File: src/rtl/cfg_start_pkg.sv
package cfg_start_pkg;
  typedef enum logic [2:0] {
    ST_HOLD,
    ST_FINAL,
    ST_WAIT_INIT,
    ST_MWAIT,
    ST_READY
  } seq_state_e;
endpackage

File: src/rtl/cfg_sync2.sv
module cfg_sync2 #(
  parameter int unsigned   W       = 2,
  parameter logic [W-1:0]  RST_VAL = '0
) (
  input  logic         clk_i,
  input  logic         rst_ni,
  input  logic [W-1:0] d_i,
  output logic [W-1:0] q_o
);
  for (genvar i = 0; i < W; i++) begin : g_bit
    logic s1_q, s2_q;
    always_ff @(posedge clk_i or negedge rst_ni) begin
      if (!rst_ni) begin
        s1_q <= RST_VAL[i];
        s2_q <= RST_VAL[i];
      end else begin
        s1_q <= d_i[i];
        s2_q <= s1_q;
      end
    end
    assign q_o[i] = s2_q;
  end
endmodule

File: src/rtl/cfg_clear_sweep.sv
module cfg_clear_sweep #(
  parameter int unsigned DEPTH = 48,
  parameter int unsigned AW    = 6
) (
  input  logic          clk_i,
  input  logic          rst_ni,
  input  logic          run_i,
  input  logic          restart_i,
  output logic          we_o,
  output logic [AW-1:0] addr_o,
  output logic          last_o
);
  localparam logic [AW-1:0] LAST = AW'(DEPTH - 1);

  logic [AW-1:0] addr_q;

  always_ff @(posedge clk_i or negedge rst_ni) begin
    if (!rst_ni)                                  addr_q <= '0;
    else if (!run_i || restart_i || addr_q == LAST) addr_q <= '0;
    else                                          addr_q <= addr_q + 1'b1;
  end

  assign we_o   = run_i;
  assign addr_o = addr_q;
  assign last_o = run_i && (addr_q == LAST);

  p_wrap_r2: assert property (@(posedge clk_i) disable iff (!rst_ni)
    (run_i && addr_q == LAST) |=> (addr_o == '0))
    else $error("clear sweep did not wrap");
endmodule

File: src/rtl/cfg_delay_cnt.sv
module cfg_delay_cnt #(
  parameter int unsigned CYCLES = 25000
) (
  input  logic clk_i,
  input  logic rst_ni,
  input  logic busy_i,
  output logic done_o
);
  localparam int unsigned CW = (CYCLES > 1) ? $clog2(CYCLES) : 1;
  localparam logic [CW-1:0] LAST = CW'((CYCLES == 0) ? 0 : CYCLES - 1);

  logic [CW-1:0] cnt_q;

  always_ff @(posedge clk_i or negedge rst_ni) begin
    if (!rst_ni)              cnt_q <= '0;
    else if (!busy_i)         cnt_q <= '0;
    else if (cnt_q != LAST)   cnt_q <= cnt_q + 1'b1;
  end

  assign done_o = busy_i && (cnt_q == LAST);

  p_cnt_bound_r9: assert property (@(posedge clk_i) disable iff (!rst_ni)
    busy_i |=> (cnt_q <= LAST))
    else $error("master wait counter overran");
endmodule

File: src/rtl/cfg_start_seq.sv
module cfg_start_seq
  import cfg_start_pkg::*;
#(
  parameter int unsigned CLR_DEPTH = 48,
  parameter int unsigned ADDR_W    = (CLR_DEPTH > 1) ? $clog2(CLR_DEPTH) : 1,
  parameter int unsigned MODE_W    = 3,
  parameter int unsigned WAIT_CYC  = 25000
) (
  input  logic              clk_i,
  input  logic              rst_ni,
  input  logic              restart_ni,
  input  logic              init_sense_i,
  input  logic              master_i,
  input  logic [MODE_W-1:0] mode_i,
  output logic              init_drive_lo_o,
  output logic              clr_we_o,
  output logic [ADDR_W-1:0] clr_addr_o,
  output logic              start_o,
  output logic              ready_o,
  output logic [MODE_W-1:0] mode_o
);
  localparam bit HAS_WAIT = (WAIT_CYC != 0);

  seq_state_e state_q, state_d;
  logic rs, init_s;
  logic clr_run, clr_rst, clr_last, wait_done;
  logic start_q;
  logic [MODE_W-1:0] mode_q;

  // bit0 = restart (idles released), bit1 = INIT sense (idles low)
  cfg_sync2 #(.W(2), .RST_VAL(2'b01)) u_sync (
    .clk_i (clk_i),
    .rst_ni(rst_ni),
    .d_i   ({init_sense_i, restart_ni}),
    .q_o   ({init_s, rs})
  );

  assign clr_run = (state_q == ST_HOLD) || (state_q == ST_FINAL);
  // fresh sweep on entry to the final pass and on abort of it
  assign clr_rst = ((state_q == ST_HOLD) && rs) || ((state_q == ST_FINAL) && !rs);

  cfg_clear_sweep #(.DEPTH(CLR_DEPTH), .AW(ADDR_W)) u_sweep (
    .clk_i    (clk_i),
    .rst_ni   (rst_ni),
    .run_i    (clr_run),
    .restart_i(clr_rst),
    .we_o     (clr_we_o),
    .addr_o   (clr_addr_o),
    .last_o   (clr_last)
  );

  cfg_delay_cnt #(.CYCLES(WAIT_CYC)) u_mwait (
    .clk_i (clk_i),
    .rst_ni(rst_ni),
    .busy_i(state_q == ST_MWAIT),
    .done_o(wait_done)
  );

  always_comb begin
    state_d = state_q;
    if (!rs) begin
      state_d = ST_HOLD;
    end else begin
      unique case (state_q)
        ST_HOLD:      state_d = ST_FINAL;
        ST_FINAL:     if (clr_last) state_d = ST_WAIT_INIT;
        ST_WAIT_INIT: if (init_s) state_d = (master_i && HAS_WAIT) ? ST_MWAIT : ST_READY;
        ST_MWAIT:     if (wait_done) state_d = ST_READY;
        ST_READY:     state_d = ST_READY;
        default:      state_d = ST_HOLD;
      endcase
    end
  end

  always_ff @(posedge clk_i or negedge rst_ni) begin
    if (!rst_ni) begin
      state_q <= ST_FINAL;
      start_q <= 1'b0;
      mode_q  <= '0;
    end else begin
      state_q <= state_d;
      start_q <= (state_d == ST_READY) && (state_q != ST_READY);
      if (state_q == ST_WAIT_INIT && init_s && rs) mode_q <= mode_i;
    end
  end

  assign init_drive_lo_o = clr_run;
  assign start_o         = start_q;
  assign ready_o         = (state_q == ST_READY);
  assign mode_o          = mode_q;

  p_hold_drive_r3: assert property (@(posedge clk_i) disable iff (!rst_ni)
    !rs |=> init_drive_lo_o)
    else $error("INIT not driven low on restart");

  p_abort_r5: assert property (@(posedge clk_i) disable iff (!rst_ni)
    (state_q == ST_FINAL && !rs) |=> (clr_addr_o == '0 && state_q == ST_HOLD))
    else $error("final pass not aborted");

  p_no_start_low_init_r6: assert property (@(posedge clk_i) disable iff (!rst_ni)
    (state_q == ST_WAIT_INIT && !init_s) |=> !start_o)
    else $error("start while INIT low");

  p_mode_stable_r7: assert property (@(posedge clk_i) disable iff (!rst_ni)
    (ready_o && rs) |=> $stable(mode_o))
    else $error("mode changed while ready");

  p_start_pulse_r10: assert property (@(posedge clk_i) disable iff (!rst_ni)
    start_o |=> !start_o)
    else $error("start wider than one cycle");

  p_ready_hold_r10: assert property (@(posedge clk_i) disable iff (!rst_ni)
    (ready_o && rs) |=> ready_o)
    else $error("ready dropped without restart");
endmodule

File: config.mk
export PLATFORM = sky130hd
export DESIGN_NAME = cfg_start_seq
export DESIGN_NICKNAME = d
export VERILOG_FILES = /design/src/rtl/cfg_start_pkg.sv /design/src/rtl/cfg_sync2.sv /design/src/rtl/cfg_clear_sweep.sv /design/src/rtl/cfg_delay_cnt.sv /design/src/rtl/cfg_start_seq.sv
export SDC_FILE = /design/constraint.sdc
export NUM_CORES = 1
export LEC_CHECK = 0
export CORE_ASPECT_RATIO = 1.75
export CORE_MARGIN = 1.5
export CORE_UTILIZATION = 57
export DETAILED_ROUTE_END_ITERATION = 8
export PLACE_DENSITY = 0.83
export SYNTH_ARGS = -nofsm -noshare
export SYNTH_HDL_FRONTEND = slang
export SYNTH_SLANG_ARGS = --single-unit
File: constraint.sdc
create_clock -name clk_i -period 4.4 [get_ports clk_i]
set_clock_uncertainty 0.2 [all_clocks]
set_input_delay 0.88 -clock clk_i [delete_from_list [all_inputs] [get_ports clk_i]]
set_output_delay 0.88 -clock clk_i [all_outputs]
set_load 0.01 [all_outputs]
==> metrics.md, run 1 <==
| Metric | Value |
|---|---|
| Max-cap violations | `0` |
| HP Class | `reg2reg` |
| Post-synthesis cell area | `1500 sq um` |
| Root Buffer | `clkbuf_8` |
| Worst Path Arrival | `1.59 ns` |
| R2R cell count | `5` |
| Fillers | `178` |
| Power Density | `330 nW/um^2` |
| Initial Util | `60.2%` |
| Worst r2r src | `u_sweep.addr_o[0]` |
| Post-synth ARST share | `100%` |
| Detail Placement HPWL | `2.06 mm` |
| Aggregate global-route resource usage | `23.8%` |
| Delay of the slowest cell on the worst path | `0.60 ns` |
| Reg2reg setup slack | `2.55 ns` |
| Leak Pwr | `0.754 nW` |
| Layout cells sized above 1 | `11.7%` |
| Gr ovfl total | `0` |
| Register Area | `805 sq um` |
| Worst-path maximum fanout | `6` |
| Crit path kind | `reg2out` |
| Post-synth EDFFs | `0` |
| Drt via density | `5.82` |
| Critical Path Slowest Stage Cell | `clkdlybuf4s50_1` |
| Hold Buf Count CTS | `0` |
| VDD IR max | `0.000259 V` |
| CORE AREA | `2490 sq um` |
| Hold_sp | `u_sync.g_bit[1].s1_q` |
| Post CTS Setup Buffer Count | `0` |
| Cell taking the most area after synthesis | `dfrtp_1` |
| Wire per inst | `15.7 microns` |
| Post-synthesis net count | `147` |
| DRC Markers | `0` |
| Die area | `2960 sq um` |
| WL final | `2.97 mm` |
| Setup TNS | `0 ns` |
| Place WS | `2.03 ns` |
| Post-synthesis sequential area ratio | `53.6%` |
| Post-synthesis simple-gate area fraction | `26.1%` |
| Setup-failing EPs final | `0` |
| Area Overhead vs Synth | `21.6%` |
| Warnings from Yosys | `0` |
| Initial antenna violation count | `0` |
| Dpl cells | `181` |
| Vias in the first global route | `1156` |
| Final hold violation count | `0` |
| RD Place Congestion | `0.814` |
| Clock Latency Late Sink | `0.29 ns` |
| Unrepaired setup endpoints after global routing | `false` |
| Worst Tran Pin Value | `0.615 ns` |
| Largest family of logic cells by synthesized area | `simple AND/OR/NAND/NOR gates` |
| Status | `complete, no violations` |
| Number of I/O port buffers | `20` |
| Crit start category | `register` |
| Seq cells post-synth | `32` |
| WHS Endpoint | `u_sync.g_bit[1].s2_q` |
| Post-route non-filler standard cell count | `189` |
| Main flop type after synthesis | `dfrtp_1` |
| CTS H-tree depth | `2` |
| Mux share of post-synthesis cell area | `3.92%` |
| XOR/XNOR share of the synthesized area | `9.92%` |
| Largest net degree at the start of global routing | `33` |
| Crit end category | `primary output` |
| Die H | `70.9 microns` |
| Cts bufs inserted | `5` |
| Net count, final | `172` |
| Area contributors post-synth | `dfrtp_1 48%, xnor2_1 7.0%, nor2_1 5.5%` |
| Fin crit share | `60.7%` |
| CTS tree | `built` |
| DR pass1 iterations | `4` |
| Fin crit period | `2.67 ns` |
| Syn Area/Cell | `11.0 sq um` |
| DRT antenna net count | `0` |
| Clock Path Buffers | `2` |
| Hold Path Depth | `0` |
| Adder-cell share of the synthesized area | `1.67%` |
| Pwr Total | `0.000602 W` |
| Antenna cell count | `0` |
| Final Max Tran Viols | `0` |
| Initial DRC count | `18` |
| # IOs | `21` |
| Area fraction of the dominant cell type after synthesis | `48.4%` |
| FP Rows | `24` |
| Slew headroom | `58.9%` |
| Post-synth top cells | `29 x dfrtp_1, 22 x nor2_1, 12 x xnor2_1, 9 x nand3_1, 8 x nand2_1` |
| Reg-to-Reg End | `u_sweep.addr_o[3]` |
| Die Wd | `41.8 microns` |
| Fin worst setup slack | `1.73 ns` |
| Worst Path Required | `3.32 ns` |
| Synthesized instance count | `137` |
| Clock sinks | `32` |
| First-pass GRT wire length | `5.17 mm` |
| Via count | `1100` |
| Worst-path clk slew | `0.06 ns` |
| Cts repair resizes | `0` |
| Unique cell type count in the Yosys netlist | `36` |
| Compound-Gate Fraction of Synth Area | `2.67%` |
| Critical-path cell list | `nor2_1 > clkdlybuf4s50_1` |
| Most numerous cell in the Yosys netlist | `dfrtp_1` |
| Max Fclk | `374 MHz` |
| Multi-input logic area | `664 sq um` |
==> critical path: cells and delay by family, from the launching register on <==
family	cells	cell delay, ns
buf+inv	1	0.60
flops	1	0.43
simple gates	1	0.28
==> layer usage <==
| layer | GRT usage (%) | routed length (microns) |
|---|---|---|
| met3 | 7.65 | 115 |
| met5 | 0 | 0 |
| met1 | 24.1 | 1110 |
| met4 | 13.6 | 95 |
| met2 | 41.7 | 1650 |
==> sequential cells by signal (all words and copies together), names as in the netlist <==
signal,count
mode_o,3
start_o,1
state_q,3
u_mwait.cnt_q,15
u_sweep.addr_o,6
u_sync.g_bit.s1_q,2
u_sync.g_bit.s2_q,2
==> area by class of cell <==
cell class / count / share of cell area (%)
clock buffers: 8 / 5.49
inverters: 4 / 0.823
multi-input cells: 98 / 36.4
flip-flops and latches: 32 / 44.1
well taps: 26 / 1.78
repair buffers: 21 / 11.4
==> power breakdown <==
group          internal, W  switching (W)  total (W)
Combinational    0.0000229      0.0000194  0.0000423
Clock             0.000143       0.000105   0.000248
Sequential        0.000304     0.00000820   0.000312
==> worst max-delay path by stage <==
stage               startpoint              end  cells after the start
global placement    state_q[1]          ready_o                      2
floorplan           state_q[2]  init_drive_lo_o                      2
detailed placement  state_q[2]  init_drive_lo_o                      2
CTS                 state_q[2]  init_drive_lo_o                      2
global route        state_q[1]  init_drive_lo_o                      2
finish              state_q[1]  init_drive_lo_o                      2
==> kinds of logic (layout without fill, tap and decap cells) <==
kind of cell             Yosys count  count (layout)
buffers and inverters              7              33
flip-flops                        32              32
multiplexers                       5               5
XOR/XNOR                          17              17
adder cells (fa/ha/maj)            2               2
AND/OR/NAND/NOR                   68              68
AO/OA/AOI/OAI                      6               6
==> cell usage in the layout (no fill, tap or decap), types with 2 or more instances in the layout <==
cell type,instances
a21oi_1,2
clkbuf_8,7
clkdlybuf4s50_1,20
dfrtp_1,29
dfstp_2,3
ha_1,2
inv_1,4
mux2_1,3
nand2_1,8
nand3_1,9
nand3b_1,3
nand4_1,5
nand4_2,2
nor2_1,22
nor3_1,4
nor3b_1,2
nor4_2,2
nor4b_2,2
xnor2_1,12
xor2_1,5
==> stage by stage <==
stage,util [%],hold WS [ns],cell area [sq um]
2_1_floorplan,-,0.131,1500
3_3_place_gp,69.2,0.133,1720
3_5_place_dp,69.2,0.135,1720
4_1_cts,73.2,0.148,1820
5_1_grt,73.2,0.163,1820
6_report,73.2,0.147,1820
(Power assumes the default switching activity.)
==> run 2, diff against run 1 <==
Settings changed: CORE_UTILIZATION 57 to 53, PLACE_DENSITY 0.83 to 0.78.
Clock period 4.4 ns to 2.5 ns, I/O delays scaled along.
==> run 2 against run 1 <==
Final area down 0.34%. Worst hold slack improved by 0.0048 ns. Sequential power up 76%. First-iteration DRC count shrank 72%. Die area rose by 7.1%. Count of clock-buffer cells in the layout shrank 2.
==> metrics.md, run 2 (same netlist as run 1, synthesis figures left out) <==
| Metric | Value |
|---|---|
| Fin crit period | `2.33 ns` |
| Via count | `1089` |
| Initial Util | `55.8%` |
| Hold Buf Count CTS | `0` |
| Hold_sp | `u_sync.g_bit[0].s1_q` |
| Cts bufs inserted | `5` |
| Initial antenna violation count | `0` |
| Layout cells sized above 1 | `12.2%` |
| VDD IR max | `0.000414 V` |
| Most frequent cells in the layout | `29 x dfrtp_1, 22 x nor2_1, 20 x clkdlybuf4s50_1` |
| DRT antenna net count | `0` |
| Hold Path Depth | `0` |
| Status | `complete, no violations` |
| Place WS | `0.480 ns` |
| Worst-path clk slew | `0.06 ns` |
| Post CTS Setup Buffer Count | `0` |
| Die Wd | `43.2 microns` |
| Max-cap violations | `0` |
| Crit start category | `register` |
| Largest register FFs | `15` |
| Worst Path Arrival | `1.63 ns` |
| Setup-failing EPs final | `0` |
| Setup TNS | `0 ns` |
| Area Overhead vs Synth | `21.2%` |
| R2R cell count | `5` |
| Crit end category | `primary output` |
| Worst Path Required | `1.80 ns` |
| CORE AREA | `2690 sq um` |
| Max Fclk | `429 MHz` |
| Crit path kind | `reg2out` |
| Gr ovfl total | `0` |
| Die H | `73.4 microns` |
| Power Density | `550 nW/um^2` |
| Antenna cell count | `0` |
| Detail Placement HPWL | `2.03 mm` |
| Initial DRC count | `5` |
| First-pass GRT wire length | `4.73 mm` |
| Fillers | `203` |
| Leak Pwr | `0.748 nW` |
| WHS Endpoint | `u_sync.g_bit[0].s2_q` |
| Largest net degree at the start of global routing | `33` |
| Die area | `3170 sq um` |
| Worst Tran Pin Value | `0.400 ns` |
| CTS tree | `built` |
| DR pass1 iterations | `4` |
| FP Rows | `25` |
| Post-DP Area | `1730 sq um` |
| Vias in the first global route | `1098` |
| Number of I/O port buffers | `20` |
| Biggest register | `u_mwait.cnt_q` |
| HP Class | `reg2reg` |
| Fin crit share | `93.2%` |
| CTS H-tree depth | `2` |
| Clock Path Buffers | `2` |
| Aggregate global-route resource usage | `20.3%` |
| Drt via density | `5.70` |
| Fin worst setup slack | `0.170 ns` |
| WL final | `2.74 mm` |
| Root Buffer | `clkbuf_8` |
| Unrepaired setup endpoints after global routing | `false` |
| RD Place Congestion | `0.779` |
| Reg2reg setup slack | `0.72 ns` |
| Worst-path maximum fanout | `6` |
| DRC Markers | `0` |
| Net count, final | `173` |
| Worst r2r src | `u_sweep.addr_o[0]` |
| Reg-to-Reg End | `u_sweep.addr_o[5]` |
| Clock sinks | `32` |
| Cts repair resizes | `0` |
| Wire per inst | `14.4 microns` |
| Fin area | `1820 sq um` |
| Commonest non-fill, non-tap cell in the layout | `dfrtp_1` |
| # IOs | `21` |
| Clock Latency Late Sink | `0.28 ns` |
| Slew headroom | `73.3%` |
| Pwr Total | `0.00100 W` |
| Worst hold margin | `0.152 ns` |
| Final Max Tran Viols | `0` |
| Final hold violation count | `0` |
==> run 2: changes by cell type in the layout (fill, tap and decap cells not counted) <==
cell / change
buf_4: +1
clkbuf_8: -2
clkinv_2: +1
clkinvlp_4: +1
==> run 2: metrics by stage <==
stage | util (%) | instances
floorplan | - | 137
global placement | 64.4 | 183
detailed placement | 64.4 | 183
CTS | 67.6 | 191
global route | 67.6 | 191
finish | 67.6 | 191
==> run 2: power breakdown <==
group          internal (W)  switching [W]   total, W
Combinational     0.0000398      0.0000325  0.0000723
Sequential         0.000534      0.0000141   0.000549
Clock              0.000194       0.000185   0.000379
Total              0.000768       0.000232    0.00100
==> run 2: area by class of cell <==
type / count / area, sq um / area share, %
sequential: 32 / 805 / 44.3
multi-input combinational: 98 / 664 / 36.5
timing repair buffer: 22 / 215 / 11.8
clock buffer: 6 / 72.6 / 3.99
tap: 27 / 33.8 / 1.86
inverter: 4 / 15.0 / 0.826
clock inverter: 2 / 12.5 / 0.688
==> run 2: how the worst max path moves through the flow <==
stage	start	end	slack, ns	cells past startpoint
2_1_floorplan	u_mwait.cnt_q[0]	state_q[2]	0.88	5
3_3_place_gp	state_q[1]	ready_o	0.57	2
3_5_place_dp	state_q[1]	ready_o	0.48	2
4_1_cts	state_q[1]	ready_o	0.16	2
5_1_grt	state_q[1]	clr_we_o	0.11	2
6_report	state_q[1]	ready_o	0.17	2
==> run 2: routing by layer <==
| layer | vias up | share of wire, % | routed length, microns | global-route usage, % |
|---|---|---|---|---|
| li1 | 524 | - | - | - |
| met1 | 542 | 40 | 1100 | 20.7 |
| met2 | 17 | 54 | 1490 | 36.7 |
| met3 | 6 | 3.4 | 92 | 6.63 |
| met4 | 0 | 2.0 | 56 | 9.09 |
| met5 | - | 0 | 0 | 0 |
==> run 2: critical path, stage by stage, from the launching register on <==
cell	delay [ns]
dfrtp_1	0.43
nor3b_1	0.33
clkdlybuf4s50_1	0.60
